### src/rtl/vst_pkg.sv
package vst_pkg;
    typedef enum logic {ST_IDLE = 1'b0, ST_RUN = 1'b1} vst_state_e;
    localparam logic [11:0] OPC_HI = 12'hA06;
endpackage

### src/rtl/vst_decode.sv
module vst_decode #(
    parameter int REGB = 16
) (
    input  logic [31:0] instr,
    output logic        match,
    output logic        quad,
    output logic [4:0]  first,
    output logic [3:0]  pred_sel,
    output logic        rn_is_sp,
    output logic [63:0] offset
);
    import vst_pkg::*;

    logic [63:0] imm_ext;
    logic [63:0] grp_bytes;

    always_comb begin
        quad     = instr[15];
        match    = (instr[31:20] == OPC_HI) && (instr[14:13] == 2'b10) &&
                   !instr[0] && (!quad || !instr[1]);
        first    = quad ? {instr[4:2], 2'b00} : {instr[4:1], 1'b0};
        pred_sel = {1'b1, instr[12:10]};
        rn_is_sp = (instr[9:5] == 5'd31);
        imm_ext  = {{60{instr[19]}}, instr[19:16]};
        grp_bytes = quad ? 64'(4 * REGB) : 64'(2 * REGB);
        offset   = imm_ext * grp_bytes;
    end
endmodule

### src/rtl/vst_align.sv
module vst_align #(
    parameter int ALW = 4
) (
    input  logic           rn_is_sp,
    input  logic [ALW-1:0] base_lo,
    input  logic           any_active,
    input  logic           chk_empty,
    output logic           fault
);
    always_comb begin
        fault = rn_is_sp && (base_lo != '0) && (any_active || chk_empty);
    end
endmodule

### src/rtl/vst_lane_sel.sv
module vst_lane_sel #(
    parameter int VL    = 128,
    parameter int ELEMS = VL / 32,
    parameter int IDXW  = 4
) (
    input  logic [IDXW-1:0] idx,
    input  logic [4:0]      first,
    input  logic [VL-1:0]   vreg_data,
    output logic [4:0]      vreg_idx,
    output logic [31:0]     word
);
    localparam int LANEW = $clog2(ELEMS);

    logic [IDXW-1:0]  reg_off;
    logic [LANEW-1:0] lane;

    always_comb begin
        reg_off  = idx >> LANEW;
        lane     = idx[LANEW-1:0];
        vreg_idx = first + 5'(reg_off);
        word     = vreg_data[32*lane +: 32];
    end
endmodule

### src/rtl/vstore_seq.sv
module vstore_seq #(
    parameter int  VL    = 128,
    localparam int ELEMS = VL / 32,
    localparam int REGB  = VL / 8,
    localparam int TOT   = 4 * ELEMS,
    localparam int IDXW  = $clog2(TOT),
    localparam int CNTW  = $clog2(TOT + 1)
) (
    input  logic            clk,
    input  logic            rst_n,
    input  logic            start,
    input  logic [31:0]     instr,
    input  logic [63:0]     base_val,
    input  logic [CNTW-1:0] pred_count,
    input  logic            sp_chk_empty,
    output logic [3:0]      pred_sel,
    output logic [4:0]      vreg_idx,
    input  logic [VL-1:0]   vreg_data,
    output logic            wr_valid,
    output logic [63:0]     wr_addr,
    output logic [31:0]     wr_data,
    input  logic            wr_ready,
    output logic            done,
    output logic            fault
);
    import vst_pkg::*;

    localparam int ALW = 4;

    typedef struct packed {
        vst_state_e      st;
        logic            quad;
        logic [4:0]      first;
        logic [63:0]     addr;
        logic [IDXW-1:0] idx;
        logic [CNTW-1:0] cnt;
        logic            done;
        logic            fault;
    } seq_t;

    seq_t r_q, r_d;

    logic        dec_match, dec_quad, dec_sp, align_flt, active;
    logic [4:0]  dec_first;
    logic [63:0] dec_off;
    logic [31:0] lane_word;
    logic [IDXW-1:0] last_idx;

    vst_decode #(.REGB(REGB)) u_dec (
        .instr    (instr),
        .match    (dec_match),
        .quad     (dec_quad),
        .first    (dec_first),
        .pred_sel (pred_sel),
        .rn_is_sp (dec_sp),
        .offset   (dec_off)
    );

    vst_align #(.ALW(ALW)) u_align (
        .rn_is_sp   (dec_sp),
        .base_lo    (base_val[ALW-1:0]),
        .any_active (pred_count != '0),
        .chk_empty  (sp_chk_empty),
        .fault      (align_flt)
    );

    vst_lane_sel #(.VL(VL), .ELEMS(ELEMS), .IDXW(IDXW)) u_lane (
        .idx       (r_q.idx),
        .first     (r_q.first),
        .vreg_data (vreg_data),
        .vreg_idx  (vreg_idx),
        .word      (lane_word)
    );

    always_comb begin
        r_d       = r_q;
        r_d.done  = 1'b0;
        r_d.fault = 1'b0;
        active    = (CNTW'(r_q.idx) < r_q.cnt);
        last_idx  = r_q.quad ? IDXW'(TOT - 1) : IDXW'(TOT / 2 - 1);

        case (r_q.st)
            ST_IDLE: begin
                if (start && dec_match) begin
                    if (align_flt) begin
                        r_d.fault = 1'b1;
                    end else begin
                        r_d.st    = ST_RUN;
                        r_d.quad  = dec_quad;
                        r_d.first = dec_first;
                        r_d.addr  = base_val + dec_off;
                        r_d.idx   = '0;
                        r_d.cnt   = pred_count;
                    end
                end
            end
            ST_RUN: begin
                if (!active || wr_ready) begin
                    r_d.addr = r_q.addr + 64'd4;
                    if (r_q.idx == last_idx) begin
                        r_d.st   = ST_IDLE;
                        r_d.done = 1'b1;
                    end else begin
                        r_d.idx = r_q.idx + 1'b1;
                    end
                end
            end
            default: r_d.st = ST_IDLE;
        endcase

        wr_valid = (r_q.st == ST_RUN) && active;
        wr_addr  = r_q.addr;
        wr_data  = lane_word;
        done     = r_q.done;
        fault    = r_q.fault;
    end

    always_ff @(posedge clk) begin
        if (!rst_n) begin
            r_q <= '0;
        end else begin
            r_q <= r_d;
        end
    end
endmodule

### config.mk
export PLATFORM = sky130hd
export DESIGN_NAME = vstore_seq
export DESIGN_NICKNAME = d
export VERILOG_FILES = /design/src/rtl/vst_pkg.sv /design/src/rtl/vst_decode.sv /design/src/rtl/vst_align.sv /design/src/rtl/vst_lane_sel.sv /design/src/rtl/vstore_seq.sv
export SDC_FILE = /design/constraint.sdc
export NUM_CORES = 1
export LEC_CHECK = 0
export ABC_CLOCK_PERIOD_IN_PS = 7900
export BUFFER_PORTS_ARGS = -buffer_cell sky130_fd_sc_hd__buf_4
export CAP_MARGIN = 40
export CORE_UTILIZATION = 47
export CTS_BUF_LIST = sky130_fd_sc_hd__clkbuf_16
export CTS_CLUSTER_DIAMETER = 50
export CTS_CLUSTER_SIZE = 25
export DETAILED_ROUTE_END_ITERATION = 7
export PLACE_DENSITY = 0.74
export SLEW_MARGIN = 20
export SYNTH_ARGS = -nofsm -noshare
export SYNTH_HDL_FRONTEND = slang
export SYNTH_HIERARCHICAL = 1
export SYNTH_SLANG_ARGS = --single-unit
### constraint.sdc
create_clock -name clk -period 7.9 [get_ports clk]
set_input_delay 0.395 -clock clk [delete_from_list [all_inputs] [get_ports clk]]
set_output_delay 0.395 -clock clk [all_outputs]
set_load 0.005 [all_outputs]
==> After elaboration in Yosys (flattened, before gate mapping) <==
Cells that the tools add are included.
{ "word_totals": {"input_bits": 234, "output_inout_bits": 108, "romBits": 0, "elab_cells": 61, "ramBits": 0, "latchBits": 0, "n_memories": 0, "reg_bits": 82} }
{ "op_classes": {"n_addsub": 4, "eq_ne": 8, "div_mod_pow": 0, "shifts": 1, "mux": 13, "n_bitwise": 4, "magnitude_cmp": 1, "n_mul": 1, "reduce_logical": 21} }
{ "op_table": {"columns": ["operator", "count"], "rows": [
  ["$mux 80", 2],
  ["$pmux 68 s2", 1],
  ["$shiftx 128x8->32", 1],
  ["$mux 68", 1],
  ["$add 64x3->64 const B", 1],
  ["$add 64x64->64", 1],
  ["$eq 12x12->1 const B", 1],
  ["$mul 4x8->12", 1],
  ["$reduce_and 3->1", 3],
  ["$mux 4", 2],
  ["$logic_and 1x1->1", 7],
  ["$mux 7", 1],
  ["$ne 2x2->1 const B", 3],
  ["$add 5x2->5", 1],
  ["$eq 5x5->1 const B", 1],
  ["$lt 4x5->1", 1],
  ["$reduce_bool 5->1", 1],
  ["$add 4x1->4 const B", 1],
  ["$eq 4x4->1", 1],
  ["$logic_not 1->1", 4],
  ["$mux 1", 4],
  ["$not 1->1", 4],
  ["$reduce_and 4->1", 1],
  ["$reduce_bool 4->1", 1],
  ["6 further kinds", 8]
]} }

==> Logic depth before layout (Yosys ltp) <==
Gate-level depths: netlist (run 1).
{ "logic_depth": {"word_depth": 7, "ltp_mapped": 24, "ltp_nobuf": 21} }

==> Cells and area by module <==
The synthesis (run 1) kept the hierarchy.
{ "by_module_without_submodules": {"columns": ["module", "area_per_inst_um2", "seq_area_each_um2", "cells_per_inst", "instances"], "rows": [
  ["vstore_seq", 8816.0, 1641.6, 1265, 1],
  ["vst_decode", 1077.3, 0.0, 138, 1],
  ["vst_lane_sel", 932.1, 0.0, 54, 1],
  ["vst_align", 21.3, 0.0, 3, 1]
]} }

==> Least setup slack after synthesis (run 1) <==
OpenSTA, ideal clock, no wires.
{ "synth_path": {"path_kind": "input-to-reg", "from": "input instr[15]", "to": "register r_q (netlist bit wr_addr[58])", "cell_stages": 23, "arrival_time_ns": 6.664, "setup_slack_ns": 1.158, "setup_time_ns": 0.078, "n_path_buf": 3, "t_required_ns": 7.822, "path_cell_list": "clkbuf_1 > nand2b_1 > fa_1 > inv_1 > ha_1 > ha_1 > ha_1 > and4_4 > and3_4 > a211oi_2 > buf_4 > ha_1 > buf_2 > a21oi_1 > o21ai_1 > o311a_1 > o211ai_1 > and4b_4 > o31a_1 > o311a_4 > o21ai_4 > and4_1 > nor3_1"} }
{ "synth_between": {"elab_chain_len": 6, "word_cells_on_any_way": 12, "cone_classes": "add/sub (1); mul (1); eq/ne (1); mux (4); reduce/logical (5)"} }
{ "synth_lines": {"columns": ["item", "line_no", "rtl"], "rows": [
  ["start, declared", "vstore_seq.sv:12", "input logic [31:0] instr,"],
  ["$mux 7", "vst_decode.sv:25", "grp_bytes = quad ? 64'(4 * REGB) : 64'(2 * REGB);"],
  ["$mul 4x8->12", "vst_decode.sv:26", "offset = imm_ext * grp_bytes;"],
  ["via dec_off[11]", "vstore_seq.sv:45", "logic [63:0] dec_off;"],
  ["$add 64x64->64", "vstore_seq.sv:91", "r_d.addr = base_val + dec_off;"],
  ["$mux 80", "vstore_seq.sv:85", "if (align_flt) begin"],
  ["$mux 80", "vstore_seq.sv:84", "if (start && dec_match) begin"],
  ["$pmux 68 s2", "vstore_seq.sv:82", "case (r_q.st)"],
  ["end signal, assigned", "vstore_seq.sv:122", "r_q <= r_d;"],
  ["end, declared", "vstore_seq.sv:41", "seq_t r_q, r_d;"]
]} }
The timed path passes the listed nets, and every way through them passes these cells. The select of a mux whose other input is x is not followed.
A chain may end at the register's enable or synchronous reset.

==> Worst setup path after layout (run 1) <==
{ "layout_path": {"from": "input instr[15]", "to": "register r_q (netlist bit wr_addr[52])"} }
Same word-level chain as after synthesis.

==> summary.md, run 1 <==
| Metric | Value |
|---|---|
| Yosys top cell area share | about 15% |
| Vias per cell | between 6 and 7 |
| Clock latency on the worst-skew pair | around 0.36 ns |
| Crit path max fanout | 51 |
| Avg Cell Area, Syn | around 7.4 sq um |
| Seq/Total Area, Yosys | 15.1% |
| Chip height | between 150 and 200 um |
| Core ar. | roughly 23,000 sq um |
| # nets final | between 1,500 and 2,000 |
| Worst IR drop on VDD | between 0.0001 and 0.00015 V |
| Die area | 23,700 sq um |
| Initial antenna violation count | 8 |
| Fin. Hold Viols | 0 |
| Vias | between 10,000 and 15,000 |
| DRC violations left | 0 |
| Clock power frac | around 28% |
| First-pass GRT wire length | approximately 62,000 um |
| Fin Setup TNS | 0 ns |
| Psw | 582 uW |
| Status | complete, no violations |
| Critical Path RT | 8.10 ns |
| Top_reg_cell synth | dfxtp_1 |
| Yosys top cell by area | dfxtp_1 |
| Number of synthesized flops with an enable pin | 0 |
| Final Max Slew Viols | 0 |
| Number of fill cells | 2,190 |
| Seq pwr share | between 20% and 30% |
| RSZ-0062 raised after global routing | no |
| Max-cap violations | 0 |
| Unique masters post-synth | 89 |
| DR WL/cell | roughly 22 um |
| Vias in the first global route | 10,700 |
| Clock sinks | 82 |
| Final Cell Area | between 10,000 and 15,000 sq um |
| Post-synth top cells | 163 x nand2_1, 154 x a21oi_1, 130 x buf_4 |
| Tcrit/Tclk final | around 77% |
| Synth async-reset ratio | 0% |
| Die Wd | approximately 150 um |
| Power Internal | a little under 1 mW |
| Placed wire-length estimate | 32,800 um |
| Most frequent cell after synthesis | nand2_1 |
| Synth warnings | 6 |
| Leak | ~5.3 nW |
| # IOs | 342 |
| Syn-to-layout area delta | 18.3% |
| WS Path Type | primary input to flop |
| Post-Syn Area | 10,800 sq um |
| Worst EP arrival | 6.32 ns |
| Switching portion of total power | a little under two fifths |
| PortBufs | around 330 |
| Share of post-route cells with drive strength above 1 | 26.2% |
| Cells after Synth | about 1,500 |
| Hold buffers post-CTS | 0 |
| Longest Clk Path Bufs | 2 |
| CTS Buf Count | 9 |
| Tot GR Track Use | between 30% and 40% |
| Largest net degree at the start of global routing | 55 |
| Max Fclk | ~0.16 GHz |
| Nature of the critical path endpoint | flop |
| Final setup fails | 0 |
| Initial core utilization | a little under half |
| Cell Rows | 55 |
| Post-CTS sizing | 0 |
| HP Class | primary input to flop |
| Post-DP Area | approximately 13,000 sq um |
| H-Tree Depth | 3 |
| Fin crit period | roughly 6.1 ns |
| Initial DRC count | about 1,100 |
| Startpoint Class | primary input |
| Gpl congestion | ~0.97 |
| Setup Skew | about 0.0082 ns |
| Root Buffer | clkbuf_16 |
| Synth top area cells | dfxtp_1 15%, ha_1 10%, buf_4 9.0%, a21oi_1 7.1%, mux4_2 6.2% |
| Comb pwr share | a little under half |
| Clock-pin slew on the worst setup and hold paths | ~0.060 ns |
| TritonCTS clock tree | built |
| GRT overflow | 0 |
| Setup Fix Bufs, Post-CTS | 0 |
| Antenna Nets Post-Route | 0 |
| Max-slew headroom | approximately 44% |
| TritonRoute pass-1 iters | 6 |
| Worst-margin pin slew | 0.832 ns |
| Power Density | about 120 nW/um^2 |
| Seq cells post-synth | a little over 80 |
| DRT Wirelength | ~41,000 um |
[flip-flops by register name, summed over array words and instances (netlist names)]
signal,count
wr_addr,64
done,1
r_q,16
fault,1
[power groups by stage]
stage | logic (mW) | registers (mW) | clock network [mW]
2_1_floorplan | 0.485 | 0.423 | 0
3_5_place_dp | 0.684 | 0.423 | 0
3_3_place_gp | 0.684 | 0.423 | 0
6_report | 0.703 | 0.413 | 0.426
4_1_cts | 0.688 | 0.413 | 0.428
5_1_grt | 0.761 | 0.413 | 0.447
[logic make-up after synthesis]
family	share of synthesized area, %
other cells	0.0692
buf+inv	13.7
mux	7.18
flops	15.1
compound gates	25.1
simple gates	22.6
fa+ha+maj	10.6
xor+xnor	5.65
[routing by layer]
metal	GRT usage, %	share of wire [%]
met1	43.2	41
met4	17.2	4.7
met3	7.69	8.5
met2	52.7	45
met5	0	0.097
[critical path: stages]
cell	delay [ns]
buf_4	0.15
nand2b_1	0.18
fa_1	0.52
inv_1	0.05
ha_1	0.28
ha_1	0.30
ha_1	0.37
and4_4	0.21
and3_4	0.18
a211oi_4	0.24
buf_4	0.50
ha_1	0.34
nand2_1	0.12
o21ai_0	0.34
o21ai_0	0.27
nor4b_1	0.73
o21ai_0	0.42
nand3b_1	0.24
a21oi_1	0.16
xor2_1	0.17
o22ai_1	0.09
[stage by stage]
stage               total power, mW  cells  setup WS [ns]  util (%)  hold slack (ns)
finish                         1.54   1911           1.78      56.7            0.290
global route                   1.62   1911           1.49      56.7            0.290
CTS                            1.53   1905           1.98      56.6            0.290
detailed placement             1.11   1890           1.65      55.3            0.453
global placement               1.11   1889           1.66      55.2            0.444
floorplan                     0.908   1465           1.16         -            0.436
[cell type report]
class	instances	area [sq um]	area share, %
diodes	5	12.5	0.0975
clock buffers	9	225	1.75
clock inverters	6	58.8	0.458
inverters	44	165	1.29
multi-input cells	1135	7750	60.4
flip-flops and latches	82	1640	12.8
well taps	285	357	2.78
repair buffers	345	2620	20.4
[layout by cell type (no fill, tap or decap), types with 19 or more instances in the layout]
master / instances
ha_1: 87
mux4_2: 30
inv_1: 43
nand3_1: 54
nor2_1: 105
nor3_1: 48
buf_4: 343
dfxtp_1: 80
a21oi_1: 153
xor2_1: 28
a21o_1: 35
o22ai_1: 23
o21bai_1: 20
o21ai_0: 83
nand4_1: 37
and3_1: 19
nand2_1: 163
xnor2_1: 42
[final timing paths]
kind / depth (start not counted) / end / from / slack (ns)
worst max register to register: 11 / wr_addr[49] / r_q[8] / 4.50
worst min-delay path: 3 / r_q[4] / pred_count[2] / 0.29
worst min register to register: 2 / r_q[75] / r_q[75] / 0.46
worst max-delay path: 21 / wr_addr[52] / instr[15] / 1.78
Note: power is estimated with default switching activity, not from simulation.
==> run 2, diff against run 1 <==
--- a/config.mk
+++ b/config.mk
@@ -5,7 +5,7 @@
 export SDC_FILE = /design/constraint.sdc
 export NUM_CORES = 1
 export LEC_CHECK = 0
-export ABC_CLOCK_PERIOD_IN_PS = 7900
+export ABC_CLOCK_PERIOD_IN_PS = 6300
 export BUFFER_PORTS_ARGS = -buffer_cell sky130_fd_sc_hd__buf_4
 export CAP_MARGIN = 40
 export CORE_UTILIZATION = 47
==> constraint.sdc (replaced) <==
create_clock -name clk -period 6.3 [get_ports clk]
set_input_delay 0.315 -clock clk [delete_from_list [all_inputs] [get_ports clk]]
set_output_delay 0.315 -clock clk [all_outputs]
set_load 0.005 [all_outputs]
==> summary.md, run 2 (synthesis results as in run 1) <==
| Metric | Value |
|---|---|
| CTS Buf Count | 9 (unchanged) |
| Final Cell Area | 12,900 sq um (was 12,800 sq um) |
| Fin. Hold Viols | 0 (unchanged) |
| CP max-delay cell | a31oi_1 (was nor4b_1) |
| WS Path Type | primary input to flop (unchanged) |
| Power Internal | 1.21 mW (was 961 uW) |
| Hold slack | 0.218 ns (was 0.290 ns) |
| Post-CTS sizing | 0 (unchanged) |
| Nature of the critical path endpoint | flop (unchanged) |
| TritonCTS clock tree | built (unchanged) |
| Fin Setup TNS | 0 ns (unchanged) |
| First-pass GRT wire length | 60,200 um (was 61,600 um) |
| Core ar. | 22,600 sq um (unchanged) |
| Setup Fix Bufs, Post-CTS | 0 (unchanged) |
| Crit path max fanout | 53 (was 51) |
| Power Density | 151 nW/um^2 (was 120 nW/um^2) |
| Fin crit period | about 5.5 ns |
| Worst reg2reg path depth | 12 (was 11) |
| Startpoint Class | primary input (unchanged) |
| Number of fill cells | 2,177 (was 2,190) |
| PortBufs | 334 (unchanged) |
| Worst hold stages | 3 (unchanged) |
| Tcrit/Tclk final | 87.9% |
| Leak | 5.31 nW (was 5.29 nW) |
| Initial antenna violation count | 4 (was 8) |
| Register area | 1640 sq um (unchanged) |
| Root Buffer | clkbuf_16 (unchanged) |
| Worst-path cell chain | buf_4 -> nand2b_1 -> fa_1 -> inv_1 -> ha_1 -> ha_1 -> ha_1 -> and4_4 -> and3_4 -> a211oi_4 -> buf_12 -> ha_1 -> nand2_1 -> nor3_1 -> a221oi_1 -> o31ai_2 -> buf_4 -> a31oi_1 -> o21ai_1 -> a21oi_1 -> a41oi_1 -> o41ai_1 (was buf_4 -> nand2b_1 -> fa_1 -> inv_1 -> ha_1 -> ha_1 -> ha_1 -> and4_4 -> and3_4 -> a211oi_4 -> buf_4 -> ha_1 -> nand2_1 -> o21ai_0 -> o21ai_0 -> nor4b_1 -> o21ai_0 -> nand3b_1 -> a21oi_1 -> xor2_1 -> o22ai_1) |
| DRC violations left | 0 (unchanged) |
| Most common cell after layout, fill and taps aside | buf_4 (unchanged) |
| Initial DRC count | 1,246 (was 1,095) |
| Cell Rows | 55 (unchanged) |
| Multi-input gate area | 7750 sq um (about the same) |
| Cells after DPL | 1,891 (was 1,890) |
| Vias per cell | 6.14 (about the same) |
| Clock latency on the worst-skew pair | 0.35 ns (was 0.36 ns) |
| Vias | 11,700 (about the same) |
| Setup Skew | 0.00893 ns (was 0.00816 ns) |
| HP Class | primary input to flop (unchanged) |
| Chip height | 154 um (unchanged) |
| Largest net degree at the start of global routing | 55 (unchanged) |
| # nets final | 1,943 (was 1,941) |
| Initial core utilization | 47.9% (unchanged) |
| Gpl congestion | 0.942 (was 0.968) |
| Psw | 726 uW (was 582 uW) |
| Max-slew headroom | 45.7% (was 44.4%) |
| Clock-pin slew on the worst setup and hold paths | 0.07 ns (was 0.06 ns) |
| Comb pwr share | 45.9% (was 45.6%) |
| Share of post-route cells with drive strength above 1 | 26.4% (was 26.2%) |
| Critical Path RT | 6.55 ns (was 8.10 ns) |
| Vias in the first global route | 10,600 (was 10,700) |
| Max reg flops | 64 (unchanged) |
| Final setup fails | 0 (unchanged) |
| Clock sinks | 82 (unchanged) |
| Most used cell, CP | ha_1 (unchanged) |
| Tot GR Track Use | 33.1% (was 33.7%) |
| Final WS setup | 0.764 ns (was 1.78 ns) |
| R2R Setup Slk | 3.05 ns (was 4.50 ns) |
| Worst EP arrival | 5.79 ns (was 6.32 ns) |
| # IOs | 342 (unchanged) |
| Pre-CTS setup slack | 0.582 ns (was 1.65 ns) |
| Worst IR drop on VDD | 0.000107 V (was 0.000115 V) |
| Non-filler instance count after layout | 1,910 (was 1,911) |
| Status | complete, no violations (unchanged) |
| Max Fclk | roughly 0.18 GHz |
| Hold buffers post-CTS | 0 (unchanged) |
| Longest Clk Path Bufs | 2 (unchanged) |
| DR WL/cell | 21.3 um (was 21.5 um) |
| Switching portion of total power | 37.5% (was 37.7%) |
| Worst-margin pin slew | 0.813 ns (was 0.832 ns) |
| Antenna Nets Post-Route | 0 (unchanged) |
| H-Tree Depth | 3 (unchanged) |
| Max-cap violations | 0 (unchanged) |
| Max incr delay on CP | 0.52 ns (was 0.73 ns) |
| Placed wire-length estimate | 32,300 um (was 32,800 um) |
| Clock power frac | 27.4% (was 27.6%) |
| Post-DP Area | 12,500 sq um (about the same) |
| Commonest cells after routing, fill and taps aside | 343 x buf_4, 162 x nand2_1, 153 x a21oi_1 (was 343 x buf_4, 163 x nand2_1, 153 x a21oi_1) |
| RSZ-0062 raised after global routing | no (unchanged) |
| Syn-to-layout area delta | 18.6% (was 18.3%) |
| Die area | 23,700 sq um (unchanged) |
| GRT overflow | 0 (unchanged) |
| Seq pwr share | 26.7% (was 26.8%) |
| Final Max Slew Viols | 0 (unchanged) |
| DRT Wirelength | 40,700 um (was 41,100 um) |
| TritonRoute pass-1 iters | 5 (was 6) |
| Die Wd | 154 um (unchanged) |
[run 2: changes by cell type in the layout (fill, tap and decap cells not counted)]
| cell | before | now |
|---|---|---|
| buf_12 | 1 | 3 |
| buf_16 | 1 | 0 |
| buf_8 | 0 | 1 |
| clkinv_1 | 1 | 0 |
| clkinv_4 | 0 | 1 |
| clkinvlp_4 | 2 | 1 |
| diode_2 | 5 | 2 |
| inv_1 | 43 | 44 |
| nand2_1 | 163 | 162 |
| nand2_2 | 1 | 2 |
[run 2: power by group through the flow]
stage	Sequential [mW]	Combinational, mW	Clock, mW
after floorplan	0.530	0.607	0
after global placement	0.530	0.862	0
after global routing	0.518	0.966	0.559
after detailed placement	0.530	0.865	0
final	0.518	0.890	0.531
after CTS	0.518	0.871	0.536
[run 2: per-layer routing]
| metal | vias to the layer above | global-route usage [%] | wire, um |
|---|---|---|---|
| li1 | 5554 | - | - |
| met1 | 5490 | 41.2 | 16400 |
| met2 | 593 | 53.3 | 18500 |
| met3 | 88 | 8.88 | 4140 |
| met4 | 2 | 14.7 | 1710 |
| met5 | - | 0 | 16 |
[run 2: metrics by stage]
step	power, mW	utilization (%)
6_report	1.94	56.8
5_1_grt	2.04	56.8
4_1_cts	1.93	56.6
3_5_place_dp	1.40	55.3
3_3_place_gp	1.39	55.3
2_1_floorplan	1.14	-
[run 2: layout make-up]
| class | instances | share of cell area [%] |
|---|---|---|
| inverters | 44 | 1.28 |
| multi-input cells | 1135 | 60.3 |
| well taps | 285 | 2.77 |
| repair buffers | 347 | 20.6 |
| clock inverters | 6 | 0.467 |
| clock buffers | 9 | 1.75 |
| flip-flops and latches | 82 | 12.8 |
| diodes | 2 | 0.0389 |
[run 2: final timing paths]
check,end,start
max,wr_addr[63],instr[15]
min,r_q[78],instr[3]
max reg2reg,wr_addr[47],r_q[8]
min reg2reg,r_q[5],r_q[5]
[run 2: critical path, delay by kind of cell]
kind            cells  cell delay [ns]
buf+inv             4             0.62
compound gates      8             2.09
simple gates        5             0.91
fa+ha+maj           5             1.80
==> run 3, diff against run 2 <==
--- a/config.mk
+++ b/config.mk
@@ -8,12 +8,14 @@
 export ABC_CLOCK_PERIOD_IN_PS = 6300
 export BUFFER_PORTS_ARGS = -buffer_cell sky130_fd_sc_hd__buf_4
 export CAP_MARGIN = 40
-export CORE_UTILIZATION = 47
+export CELL_PAD_IN_SITES_DETAIL_PLACEMENT = 0
+export CELL_PAD_IN_SITES_GLOBAL_PLACEMENT = 2
+export CORE_UTILIZATION = 29
 export CTS_BUF_LIST = sky130_fd_sc_hd__clkbuf_16
 export CTS_CLUSTER_DIAMETER = 50
 export CTS_CLUSTER_SIZE = 25
 export DETAILED_ROUTE_END_ITERATION = 7
-export PLACE_DENSITY = 0.74
+export PLACE_DENSITY_LB_ADDON = 0.1
 export SLEW_MARGIN = 20
 export SYNTH_ARGS = -nofsm -noshare
 export SYNTH_HDL_FRONTEND = slang
==> summary.md, run 3 (synthesis results as in run 1) <==
| Metric | Value |
|---|---|
| Fin Setup TNS | 0 ns (unchanged) |
| CP top delay family | compound AO/OA/AOI/OAI gates (unchanged) |
| Post-CTS sizing | 0 (unchanged) |
| HP Start | instr[4] (was instr[3]) |
| Share of post-route cells with drive strength above 1 | 27.0% (was 26.4%) |
| Vias in the first global route | 11,100 (was 10,600) |
| Status | complete, no violations (unchanged) |
| Final Max Slew Viols | 0 (unchanged) |
| Hold buffers post-CTS | 0 (unchanged) |
| Multi-input gate area | 7750 sq um (about the same) |
| Chip height | 195 um (was 154 um) |
| Worst IR drop on VDD | 0.000124 V (was 0.000107 V) |
| GRT overflow | 0 (unchanged) |
| Critical Path RT | 6.52 ns (was 6.55 ns) |
| CTS Buf Count | 9 (unchanged) |
| Setup Skew | 0.0183 ns (was 0.00893 ns) |
| Nature of the critical path endpoint | flop (unchanged) |
| Antenna fix cells | 0 (was 2) |
| Power Density | 148 nW/um^2 (was 151 nW/um^2) |
| Worst hold stages | 3 (unchanged) |
| DRT Wirelength | 45,600 um (was 40,700 um) |
| Largest net degree at the start of global routing | 54 (was 55) |
| Initial core utilization | 29.6% (was 47.9%) |
| Cell Rows | 70 (was 55) |
| Root Buffer | clkbuf_16 (unchanged) |
| Vias per cell | 5.40 (was 6.14) |
| Gpl congestion | 0.871 (was 0.942) |
| Most used cell, CP | ha_1 (unchanged) |
| Die area | 38,200 sq um (was 23,700 sq um) |
| Worst-path cell chain | buf_4 -> nand2b_1 -> fa_1 -> inv_1 -> ha_1 -> ha_1 -> ha_1 -> a21oi_1 -> a2bb2oi_1 -> a211oi_4 -> buf_12 -> ha_1 -> nand2_1 -> nor3_1 -> inv_1 -> o31ai_2 -> a31oi_1 -> buf_4 -> o21ai_1 -> a21oi_1 -> a41oi_1 -> o41ai_1 (was buf_4 -> nand2b_1 -> fa_1 -> inv_1 -> ha_1 -> ha_1 -> ha_1 -> and4_4 -> and3_4 -> a211oi_4 -> buf_12 -> ha_1 -> nand2_1 -> nor3_1 -> a221oi_1 -> o31ai_2 -> buf_4 -> a31oi_1 -> o21ai_1 -> a21oi_1 -> a41oi_1 -> o41ai_1) |
| Max-slew headroom | 43.9% (was 45.7%) |
| RSZ-0062 raised after global routing | no (unchanged) |
| Final setup fails | 0 (unchanged) |
| TritonRoute pass-1 iters | 6 (was 5) |
| Initial DRC count | 658 (was 1,246) |
| Max incr delay on CP | 0.52 ns (about the same) |
| Register area | 1640 sq um (unchanged) |
| End point of the worst hold path | r_q[79] (was r_q[78]) |
| Placed wire-length estimate | 36,400 um (was 32,300 um) |
| DRC violations left | 0 (unchanged) |
| Max-cap violations | 0 (unchanged) |
| Antenna Nets Post-Route | 0 (unchanged) |
| First-pass GRT wire length | 68,400 um (was 60,200 um) |
| Number of fill cells | 3,973 (was 2,177) |
| Startpoint Class | primary input (unchanged) |
| RR Endpoint | wr_addr[60] (was wr_addr[47]) |
| Tot GR Track Use | 23.4% (was 33.1%) |
| Max reg flops | 64 (unchanged) |
| Longest Clk Path Bufs | 2 (unchanged) |
| H-Tree Depth | 3 (unchanged) |
| Initial antenna violation count | 0 (was 4) |
| Worst EP arrival | 5.70 ns (was 5.79 ns) |
| Clock-pin slew on the worst setup and hold paths | 0.08 ns (was 0.07 ns) |
| R2R Setup Slk | 2.93 ns (was 3.05 ns) |
| # nets final | 1,958 (was 1,943) |
| HP Class | primary input to flop (unchanged) |
| TritonCTS clock tree | built (unchanged) |
| # IOs | 342 (unchanged) |
| DR WL/cell | 21.7 um (was 21.3 um) |
| Worst reg2reg path depth | 9 (was 12) |
| CP max-delay cell | fa_1 (was a31oi_1) |
| Clock sinks | 82 (unchanged) |
| FF-to-FF Start | wr_addr[2] (was r_q[8]) |
| Tcrit/Tclk final | 87.1% (was 87.9%) |
| Fin. Hold Viols | 0 (unchanged) |
| PortBufs | 334 (unchanged) |
| Worst-margin pin slew | 0.839 ns (was 0.813 ns) |
| Commonest cells after routing, fill and taps aside | 360 x buf_4, 163 x nand2_1, 153 x a21oi_1 (was 343 x buf_4, 162 x nand2_1, 153 x a21oi_1) |
| Die Wd | 195 um (was 154 um) |
| Vias | 11,400 (was 11,700) |
| Core ar. | 36,700 sq um (was 22,600 sq um) |
| Clock latency on the worst-skew pair | 0.37 ns (was 0.35 ns) |
| Max Fclk | 0.182 GHz (was 0.181 GHz) |
| Most common cell after layout, fill and taps aside | buf_4 (unchanged) |
| Setup Fix Bufs, Post-CTS | 0 (unchanged) |
| Post-DP Area | 12,900 sq um (was 12,500 sq um) |
| Final Cell Area | 13,100 sq um (was 12,900 sq um) |
| Syn-to-layout area delta | 21.2% (was 18.6%) |
| WP buf/inv | 5 (was 4) |
| Crit path max fanout | 41 (was 53) |
| Fin crit period | 5.49 ns (was 5.54 ns) |
| WS Path Type | primary input to flop (unchanged) |
| Leak | 5.36 nW (was 5.31 nW) |
[run 3: changes by cell type in the layout (fill, tap and decap cells not counted), sizes merged]
cell      delta
buf         +15
bufinv       -1
inv          +1
clkinvlp     +2
clkinv       -1
diode        -2
[run 3: power breakdown]
group          switching (mW)  total [mW]  internal (mW)
combinational           0.511       0.912          0.401
sequential         0.00000841       0.518          0.518
clock                   0.248       0.511          0.263
total                   0.759        1.94           1.18
[run 3: worst register-to-register path, stage by stage (launching register included)]
cell     delay, ns
dfxtp_1       0.42
ha_1          0.25
nand4_1       0.18
nor3_1        0.69
nand4_1       0.42
nor3_1        0.65
nand2_1       0.22
nor2_1        0.13
o21ai_0       0.15
o22ai_1       0.17
[run 3: area by class of cell]
class | instances | share of cell area [%]
inverter | 44 | 1.26
tap | 468 | 4.45
sequential | 82 | 12.5
multi-input combinational | 1135 | 59.0
clock inverter | 7 | 0.295
timing repair buffer | 362 | 20.8
clock buffer | 9 | 1.71
[run 3: routing by layer]
| layer | routed length [um] | track usage [%] | vias to the layer above |
|---|---|---|---|
| met1 | 20100 | 30.0 | 5440 |
| met5 | 0 | 0 | - |
| met3 | 2130 | 3.21 | 38 |
| met4 | 868 | 5.92 | 0 |
| li1 | - | - | 5566 |
| met2 | 22500 | 41.1 | 325 |
[run 3: stage by stage]
step / power (mW) / hold slack [ns] / worst slack (ns) / utilization (%) / cells
floorplan: 1.14 / 0.436 / 0.246 / - / 1465
global placement: 1.45 / 0.443 / 0.376 / 35.0 / 2089
detailed placement: 1.44 / 0.452 / 0.499 / 35.1 / 2090
CTS: 1.96 / 0.185 / 0.841 / 35.8 / 2106
global route: 2.06 / 0.193 / 0.355 / 35.8 / 2107
finish: 1.94 / 0.192 / 0.815 / 35.8 / 2107
[run 3: worst max-delay path by stage]
stage / to / slack [ns] / startpoint / depth (start not counted)
6_report: wr_addr[63] / 0.81 / instr[15] / 22
5_1_grt: wr_addr[56] / 0.36 / instr[15] / 23
4_1_cts: wr_addr[63] / 0.84 / instr[15] / 22
3_5_place_dp: wr_addr[63] / 0.50 / instr[15] / 22
3_3_place_gp: wr_addr[52] / 0.38 / instr[15] / 23
2_1_floorplan: wr_addr[58] / 0.25 / instr[15] / 23
